## config.mk

```make
export PLATFORM = sky130hd
export DESIGN_NAME = sdram_bank_tracker
export DESIGN_NICKNAME = d
export VERILOG_FILES = /design/src/rtl/sdram_trk_pkg.sv /design/src/rtl/sdram_bank_fsm.sv /design/src/rtl/sdram_cmd_decode.sv /design/src/rtl/sdram_trk_status.sv /design/src/rtl/sdram_bank_tracker.sv
export SDC_FILE = /design/constraint.sdc
export NUM_CORES = 1
export LEC_CHECK = 0
export BUFFER_PORTS_ARGS = -buffer_cell sky130_fd_sc_hd__buf_2
export CORE_UTILIZATION = 50
export CTS_BUF_LIST = sky130_fd_sc_hd__clkbuf_16
export CTS_CLUSTER_DIAMETER = 60
export DETAILED_ROUTE_END_ITERATION = 8
export HOLD_SLACK_MARGIN = 0.05
export PLACE_DENSITY = 0.65
export SLEW_MARGIN = 5
export SYNTH_ARGS = -nofsm -noshare
export SYNTH_HDL_FRONTEND = slang
export SYNTH_SLANG_ARGS = --single-unit
```

## constraint.sdc

```tcl
create_clock -name clk -period 5.5 [get_ports clk]
set_clock_uncertainty 0.2 [all_clocks]
set_input_delay 0.825 -clock clk [delete_from_list [all_inputs] [get_ports clk]]
set_output_delay 0.825 -clock clk [all_outputs]
set_load 0.01 [all_outputs]
```

## src/rtl/sdram_trk_pkg.sv

```systemverilog
package sdram_trk_pkg;

  localparam int NUM_BANKS = 4;
  localparam int BANK_W    = $clog2(NUM_BANKS);

  typedef enum logic [2:0] {
    OP_NOP = 3'd0,
    OP_ACT = 3'd1,
    OP_RD  = 3'd2,
    OP_WR  = 3'd3,
    OP_PRE = 3'd4
  } cmd_op_e;

  typedef enum logic [1:0] {
    BK_IDLE   = 2'd0,
    BK_OPEN   = 2'd1,
    BK_APWAIT = 2'd2,
    BK_RECOV  = 2'd3
  } bank_st_e;

  function automatic int max4(input int a, input int b, input int c, input int d);
    int m;
    m = a;
    if (b > m) m = b;
    if (c > m) m = c;
    if (d > m) m = d;
    return m;
  endfunction

endpackage

```

## src/rtl/sdram_bank_fsm.sv

```systemverilog
module sdram_bank_fsm
  import sdram_trk_pkg::*;
#(
  parameter int T_RAS  = 5,
  parameter int T_RP   = 2,
  parameter int RD_DLY = 6,
  parameter int WR_DLY = 6
) (
  input  logic clk,
  input  logic rst_n,
  input  logic act_i,
  input  logic rw_i,
  input  logic wr_i,
  input  logic ap_i,
  input  logic pre_i,
  input  logic pall_i,
  output logic act_ok_o,
  output logic rw_ok_o,
  output logic pre_ok_o
);

  localparam int MAXV = max4(T_RAS, T_RP, RD_DLY, WR_DLY);
  localparam int CW   = $clog2(MAXV + 1);
  localparam logic [CW-1:0] RAS_LD = CW'(T_RAS - 1);
  localparam logic [CW-1:0] RP_LD  = CW'(T_RP - 1);
  localparam logic [CW-1:0] RD_LD  = CW'(RD_DLY - 1);
  localparam logic [CW-1:0] WR_LD  = CW'(WR_DLY - 1);
  localparam logic [CW-1:0] ONE    = CW'(1);

  bank_st_e        st_q, st_d;
  logic [CW-1:0]   ras_q, ras_d;
  logic [CW-1:0]   apc_q, apc_d;
  logic [CW-1:0]   rp_q,  rp_d;
  logic            ras_met, ap_done, rp_done;

  assign ras_met = (ras_q == '0);
  assign ap_done = (apc_q == '0);
  assign rp_done = (rp_q == '0);

  always_comb begin
    st_d  = st_q;
    ras_d = ras_met ? '0 : ras_q - ONE;
    apc_d = ap_done ? '0 : apc_q - ONE;
    rp_d  = rp_done ? '0 : rp_q - ONE;
    if (act_i) begin
      st_d  = BK_OPEN;
      ras_d = RAS_LD;
    end else if (rw_i && ap_i) begin
      st_d  = BK_APWAIT;
      apc_d = wr_i ? WR_LD : RD_LD;
    end else if (pall_i || (pre_i && st_q == BK_OPEN)) begin
      st_d = BK_RECOV;
      rp_d = RP_LD;
    end else if (st_q == BK_APWAIT && ap_done && ras_met) begin
      st_d = BK_RECOV;
      rp_d = RP_LD;
    end else if (st_q == BK_RECOV && rp_done) begin
      st_d = BK_IDLE;
    end
  end

  always_ff @(posedge clk) begin
    if (!rst_n) begin
      st_q  <= BK_IDLE;
      ras_q <= '0;
      apc_q <= '0;
      rp_q  <= '0;
    end else begin
      st_q  <= st_d;
      ras_q <= ras_d;
      apc_q <= apc_d;
      rp_q  <= rp_d;
    end
  end

  assign act_ok_o = (st_q == BK_IDLE) || (st_q == BK_RECOV && rp_done);
  assign rw_ok_o  = (st_q == BK_OPEN);
  assign pre_ok_o = (st_q != BK_APWAIT) && !(st_q == BK_OPEN && !ras_met);

endmodule

```

## src/rtl/sdram_cmd_decode.sv

```systemverilog
module sdram_cmd_decode
  import sdram_trk_pkg::*;
(
  input  logic [2:0]           cmd_op,
  input  logic [BANK_W-1:0]    cmd_bank,
  input  logic                 cmd_ap,
  input  logic [NUM_BANKS-1:0] act_ok,
  input  logic [NUM_BANKS-1:0] rw_ok,
  input  logic [NUM_BANKS-1:0] pre_ok,
  output logic [NUM_BANKS-1:0] act_v,
  output logic [NUM_BANKS-1:0] rw_v,
  output logic [NUM_BANKS-1:0] pre_v,
  output logic                 pall_v,
  output logic                 wr_flag,
  output logic                 illegal
);

  logic [NUM_BANKS-1:0] sel;
  logic is_act, is_rw, is_pre, is_pall;
  logic ok_act, ok_rw, ok_pre, ok_pall;

  assign is_act  = (cmd_op == OP_ACT);
  assign is_rw   = (cmd_op == OP_RD) || (cmd_op == OP_WR);
  assign is_pre  = (cmd_op == OP_PRE) && !cmd_ap;
  assign is_pall = (cmd_op == OP_PRE) && cmd_ap;
  assign wr_flag = (cmd_op == OP_WR);

  assign ok_act  = act_ok[cmd_bank];
  assign ok_rw   = rw_ok[cmd_bank];
  assign ok_pre  = pre_ok[cmd_bank];
  assign ok_pall = &pre_ok;

  for (genvar i = 0; i < NUM_BANKS; i++) begin : g_sel
    assign sel[i]   = (cmd_bank == BANK_W'(i));
    assign act_v[i] = sel[i] && is_act && ok_act;
    assign rw_v[i]  = sel[i] && is_rw && ok_rw;
    assign pre_v[i] = sel[i] && is_pre && ok_pre;
  end

  assign pall_v  = is_pall && ok_pall;
  assign illegal = (is_act && !ok_act) || (is_rw && !ok_rw) ||
                   (is_pre && !ok_pre) || (is_pall && !ok_pall);

endmodule

```

## src/rtl/sdram_trk_status.sv

```systemverilog
module sdram_trk_status
  import sdram_trk_pkg::*;
(
  input  logic                 clk,
  input  logic                 rst_n,
  input  logic                 illegal,
  input  logic [NUM_BANKS-1:0] act_ok,
  output logic                 all_idle,
  output logic                 err
);

  logic err_q;

  always_ff @(posedge clk) begin
    if (!rst_n) err_q <= 1'b0;
    else        err_q <= err_q | illegal;
  end

  assign err      = err_q;
  assign all_idle = &act_ok;

endmodule

```

## src/rtl/sdram_bank_tracker.sv

```systemverilog
module sdram_bank_tracker
  import sdram_trk_pkg::*;
#(
  parameter int T_RAS     = 5,
  parameter int T_RP      = 2,
  parameter int BURST_LEN = 4,
  parameter int CAS_LAT   = 2,
  parameter int WR_REC    = 2
) (
  input  logic       clk,
  input  logic       rst_n,
  input  logic [2:0] cmd_op,
  input  logic [1:0] cmd_bank,
  input  logic       cmd_ap,
  output logic [3:0] act_rdy,
  output logic [3:0] rw_rdy,
  output logic [3:0] pre_rdy,
  output logic       all_idle,
  output logic       cmd_err
);

  localparam int RD_DLY = BURST_LEN + CAS_LAT;
  localparam int WR_DLY = BURST_LEN + WR_REC;

  logic [NUM_BANKS-1:0] act_ok, rw_ok, pre_ok;
  logic [NUM_BANKS-1:0] act_v, rw_v, pre_v;
  logic                 pall_v, wr_flag, illegal;

  sdram_cmd_decode u_dec (
    .cmd_op   (cmd_op),
    .cmd_bank (cmd_bank),
    .cmd_ap   (cmd_ap),
    .act_ok   (act_ok),
    .rw_ok    (rw_ok),
    .pre_ok   (pre_ok),
    .act_v    (act_v),
    .rw_v     (rw_v),
    .pre_v    (pre_v),
    .pall_v   (pall_v),
    .wr_flag  (wr_flag),
    .illegal  (illegal)
  );

  for (genvar b = 0; b < NUM_BANKS; b++) begin : g_bank
    sdram_bank_fsm #(
      .T_RAS  (T_RAS),
      .T_RP   (T_RP),
      .RD_DLY (RD_DLY),
      .WR_DLY (WR_DLY)
    ) u_bank (
      .clk      (clk),
      .rst_n    (rst_n),
      .act_i    (act_v[b]),
      .rw_i     (rw_v[b]),
      .wr_i     (wr_flag),
      .ap_i     (cmd_ap),
      .pre_i    (pre_v[b]),
      .pall_i   (pall_v),
      .act_ok_o (act_ok[b]),
      .rw_ok_o  (rw_ok[b]),
      .pre_ok_o (pre_ok[b])
    );
  end

  sdram_trk_status u_stat (
    .clk      (clk),
    .rst_n    (rst_n),
    .illegal  (illegal),
    .act_ok   (act_ok),
    .all_idle (all_idle),
    .err      (cmd_err)
  );

  assign act_rdy = act_ok;
  assign rw_rdy  = rw_ok;
  assign pre_rdy = pre_ok;

endmodule

```

==> Flow_metrics.wiki <==
{| class="wikitable"
! Metric !! Value
|-
| Most repeated cell in the gate-level netlist after synthesis || sky130_fd_sc_hd__dfxtp_1
|-
| Worst hold slack || roughly 210 ps
|-
| Top cells by instance count after synthesis || sky130_fd_sc_hd__dfxtp_1 (45), sky130_fd_sc_hd__inv_1 (35), sky130_fd_sc_hd__nand2_1 (35)
|-
| Routability cong. || 0.793
|-
| Post-synthesis register bit count || 45
|-
| Slew @ Worst Pin || 864 ps
|-
| Initial antenna violation count || 0
|-
| Unrepaired setup endpoints after global routing || no
|-
| Global routing usage summed across all routing layers || 0.210
|-
| Pin count of the biggest net entering global routing || 22
|-
| Average wire per cell in the routed design || 12.9 um
|-
| Number of post-CTS setup repair buffers || 0
|-
| Highest clock rate || 0.348 GHz
|-
| Synth Instances || 306
|-
| Max-slew violation total from the final report || 0
|-
| Hold path startpoint || g_bank[0].u_bank.ras_q[0]$_SDFF_PP0_
|-
| Worst-Skew Late Latency || ~280 ps
|-
| PortBufs || 21
|-
| Data arrival time of the critical path || ~1900 ps
|-
| Share of final-layout standard cells stronger than drive strength 1 || 0.123
|-
| Dpl ws || roughly 3000 ps
|-
| Crit Path Class || flop to primary output
|-
| DPL Wire Length || 3610 um
|-
| Number of distinct library cell variants in the gate-level netlist after synthesis || 46
|-
| CTS resizes || 0
|-
| Power Density || around 350 nW/um2
|-
| Clock tree buffer depth || 2
|-
| Setup violators final || 0
|-
| Final Hold Viols || 0
|-
| Max Fanout on Critical Path || 5
|-
| CTS tree || done
|-
| Critical path required time || approximately 4500 ps
|-
| Quantity of hold-fixing buffers added after cts || 0
|-
| Timing startpoint of the critical path || g_bank[2].u_bank.rp_q[2]$_SDFF_PN0_
|-
| Antenna Cells || 0
|-
| Std cell rows || 25
|-
| Run status || finished clean
|-
| Starting DRC count in detailed routing || 128
|-
| Average vias per placed instance || approximately 5.1
|-
| Synthesized net count || 340
|-
| Fraction of registers with async set or reset after synthesis || 0
|-
| Antenna-violating nets left || 0
|-
| Tcrit/Tclk final || 0.522
|-
| Number of non-filler instances in the completed layout || 384
|-
| Number of filler instances in the final layout || about 500
|-
| Number of placed I/O pins || 22
|-
| Final worst path period need || about 2900 ps
|-
| Num Clock Sinks || 45
|-
| Max_slew headroom || 0.423
|-
| H-Tree Depth || 2
|-
| LEAKAGE || 1.22 nW
|-
| Avg Cell Area, Syn || 8.13 um2
|-
| Routed vias || 1959
|-
| YS warnings || 0
|-
| Primary FF master, synth || sky130_fd_sc_hd__dfxtp_1
|-
| Cell count after placement || 376
|-
| Setup slack of the critical path after layout || 2630 ps
|-
| Max cap viols || 0
|-
| Core region area || 4750 um2
|-
| Remaining design rule violation count || 0
|-
| Num CTS Buffers || 5
|-
| DIE AREA || about 5300 um2
|-
| Total Routed Length || 4950 um
|-
| Final setup TNS || 0 ps
|-
| Core occupancy in the finished layout || 0.569
|-
| Number of global-route vias before repair || 1833
|-
| Wire length of the first global-routing pass || 8510 um
|-
| First-pass DRT Iterations || 4
|-
| Nature of the critical path startpoint || flop
|-
| Leading cell types by total area after synthesis || sky130_fd_sc_hd__dfxtp_1 (36%), sky130_fd_sc_hd__ha_1 (13%), sky130_fd_sc_hd__inv_1 (5.3%)
|-
| Die Width || 72.5 um
|-
| Worst-case vdd ir drop || 0.212 mV
|-
| Remaining global-route overflow || 0
|-
| Kind of capture point of the worst setup path || primary output
|-
| Share of synthesized area occupied by flip-flops and latches || 0.362
|-
| Clock-pin slew reported for the worst setup and hold paths after clock tree synthesis || 60 ps
|-
| Initial core utilization || 0.523
|-
| Area share of the largest cell type after synthesis || 0.362
|-
| Area of the mapped netlist || between 2000 and 2500 um2
|-
| Library cell with the largest summed area after synthesis || sky130_fd_sc_hd__dfxtp_1
|-
| Clk root buf || sky130_fd_sc_hd__clkbuf_16
|-
| Die Ht || between 70 and 80 um
|-
| Worst R2R Start || g_bank[1].u_bank.ras_q[0]$_SDFF_PP0_
|-
| Min-Delay Path Class || flop to flop
|-
| Post-layout net count || between 300 and 400
|-
| Layout Area Growth over Synthesis || 8.70%
|-
| EDFF count, synth || 0
|}
==> metal layers <==
layer	up-vias	track usage	wire length [um]
met5	-	0	0
met4	0	0.0588	46
met3	5	0.0625	247
met2	35	0.321	2160
met1	886	0.288	2490
li1	1033	-	-
==> report_power, final <==
| group | internal [W] | switching [W] |
|---|---|---|
| combinational | 0.000107 | 0.000157 |
| clock | 0.000165 | 0.000122 |
| sequential | 0.000358 | 0.0000286 |
==> layout by cell type (no fill, tap or decap), types with 4 or more instances in the layout <==
cell,count
sky130_fd_sc_hd__a211oi_1,5
sky130_fd_sc_hd__a21oi_1,22
sky130_fd_sc_hd__a31oi_1,5
sky130_fd_sc_hd__and3_1,9
sky130_fd_sc_hd__buf_2,21
sky130_fd_sc_hd__clkbuf_16,5
sky130_fd_sc_hd__dfxtp_1,45
sky130_fd_sc_hd__ha_1,26
sky130_fd_sc_hd__inv_1,37
sky130_fd_sc_hd__nand2_1,35
sky130_fd_sc_hd__nand3_1,8
sky130_fd_sc_hd__nor2_1,33
sky130_fd_sc_hd__nor2b_1,9
sky130_fd_sc_hd__nor3_1,5
sky130_fd_sc_hd__nor4_1,4
sky130_fd_sc_hd__o21ai_0,6
sky130_fd_sc_hd__or2_2,4
==> final cells by class <==
cell class | count | area (um2) | share of cell area
multi-input combinational | 208 | 1340 | 0.497
sequential | 45 | 901 | 0.333
inverter | 35 | 131 | 0.0486
clock buffer | 5 | 125 | 0.0463
timing repair buffer | 21 | 105 | 0.0389
tap | 67 | 83.8 | 0.0310
clock inverter | 3 | 15.0 | 0.00555
==> path summary, 6_finish.rpt <==
kind | end | slack [ps] | depth (start not counted)
setup / recovery | all_idle | 2630 | 4
hold / removal | g_bank[0].u_bank.ras_q[0]$_SDFF_PP0_ | 210 | 1
setup reg to reg | g_bank[2].u_bank.rp_q[2]$_SDFF_PN0_ | 3130 | 8
hold reg to reg | g_bank[0].u_bank.ras_q[0]$_SDFF_PP0_ | 210 | 1
==> sequential cells by signal, summed over array words and instances (netlist names) <==
signal	flops
g_bank.u_bank.apc_q	12
g_bank.u_bank.ras_q	12
g_bank.u_bank.rp_q	12
g_bank.u_bank.st_q	8
u_stat.err	1
==> metrics by stage <==
stage | instance area (um2) | total power, W
floorplan | 2490 | 0.000611
global placement | 2560 | 0.000655
detailed placement | 2560 | 0.000658
CTS | 2700 | 0.000947
global route | 2700 | 0.00100
finish | 2700 | 0.000938
==> critical path, stage by stage, from the launching register on <==
cell and delay (ps):
sky130_fd_sc_hd__dfxtp_1 330, sky130_fd_sc_hd__or4b_1 570, sky130_fd_sc_hd__a21oi_2 290, sky130_fd_sc_hd__and4_1 240
sky130_fd_sc_hd__buf_2 130
==> kinds of logic (layout without fill, tap and decap cells) <==
| family | after synthesis | count (layout) | synth area share |
|---|---|---|---|
| AO/OA/AOI/OAI | 53 | 53 | 0.142 |
| adder cells (fa/ha/maj) | 26 | 26 | 0.131 |
| buffers and inverters | 53 | 64 | 0.0981 |
| flip-flops | 45 | 45 | 0.362 |
| AND/OR/NAND/NOR | 129 | 129 | 0.267 |
Power figures use the tool's default switching activity.
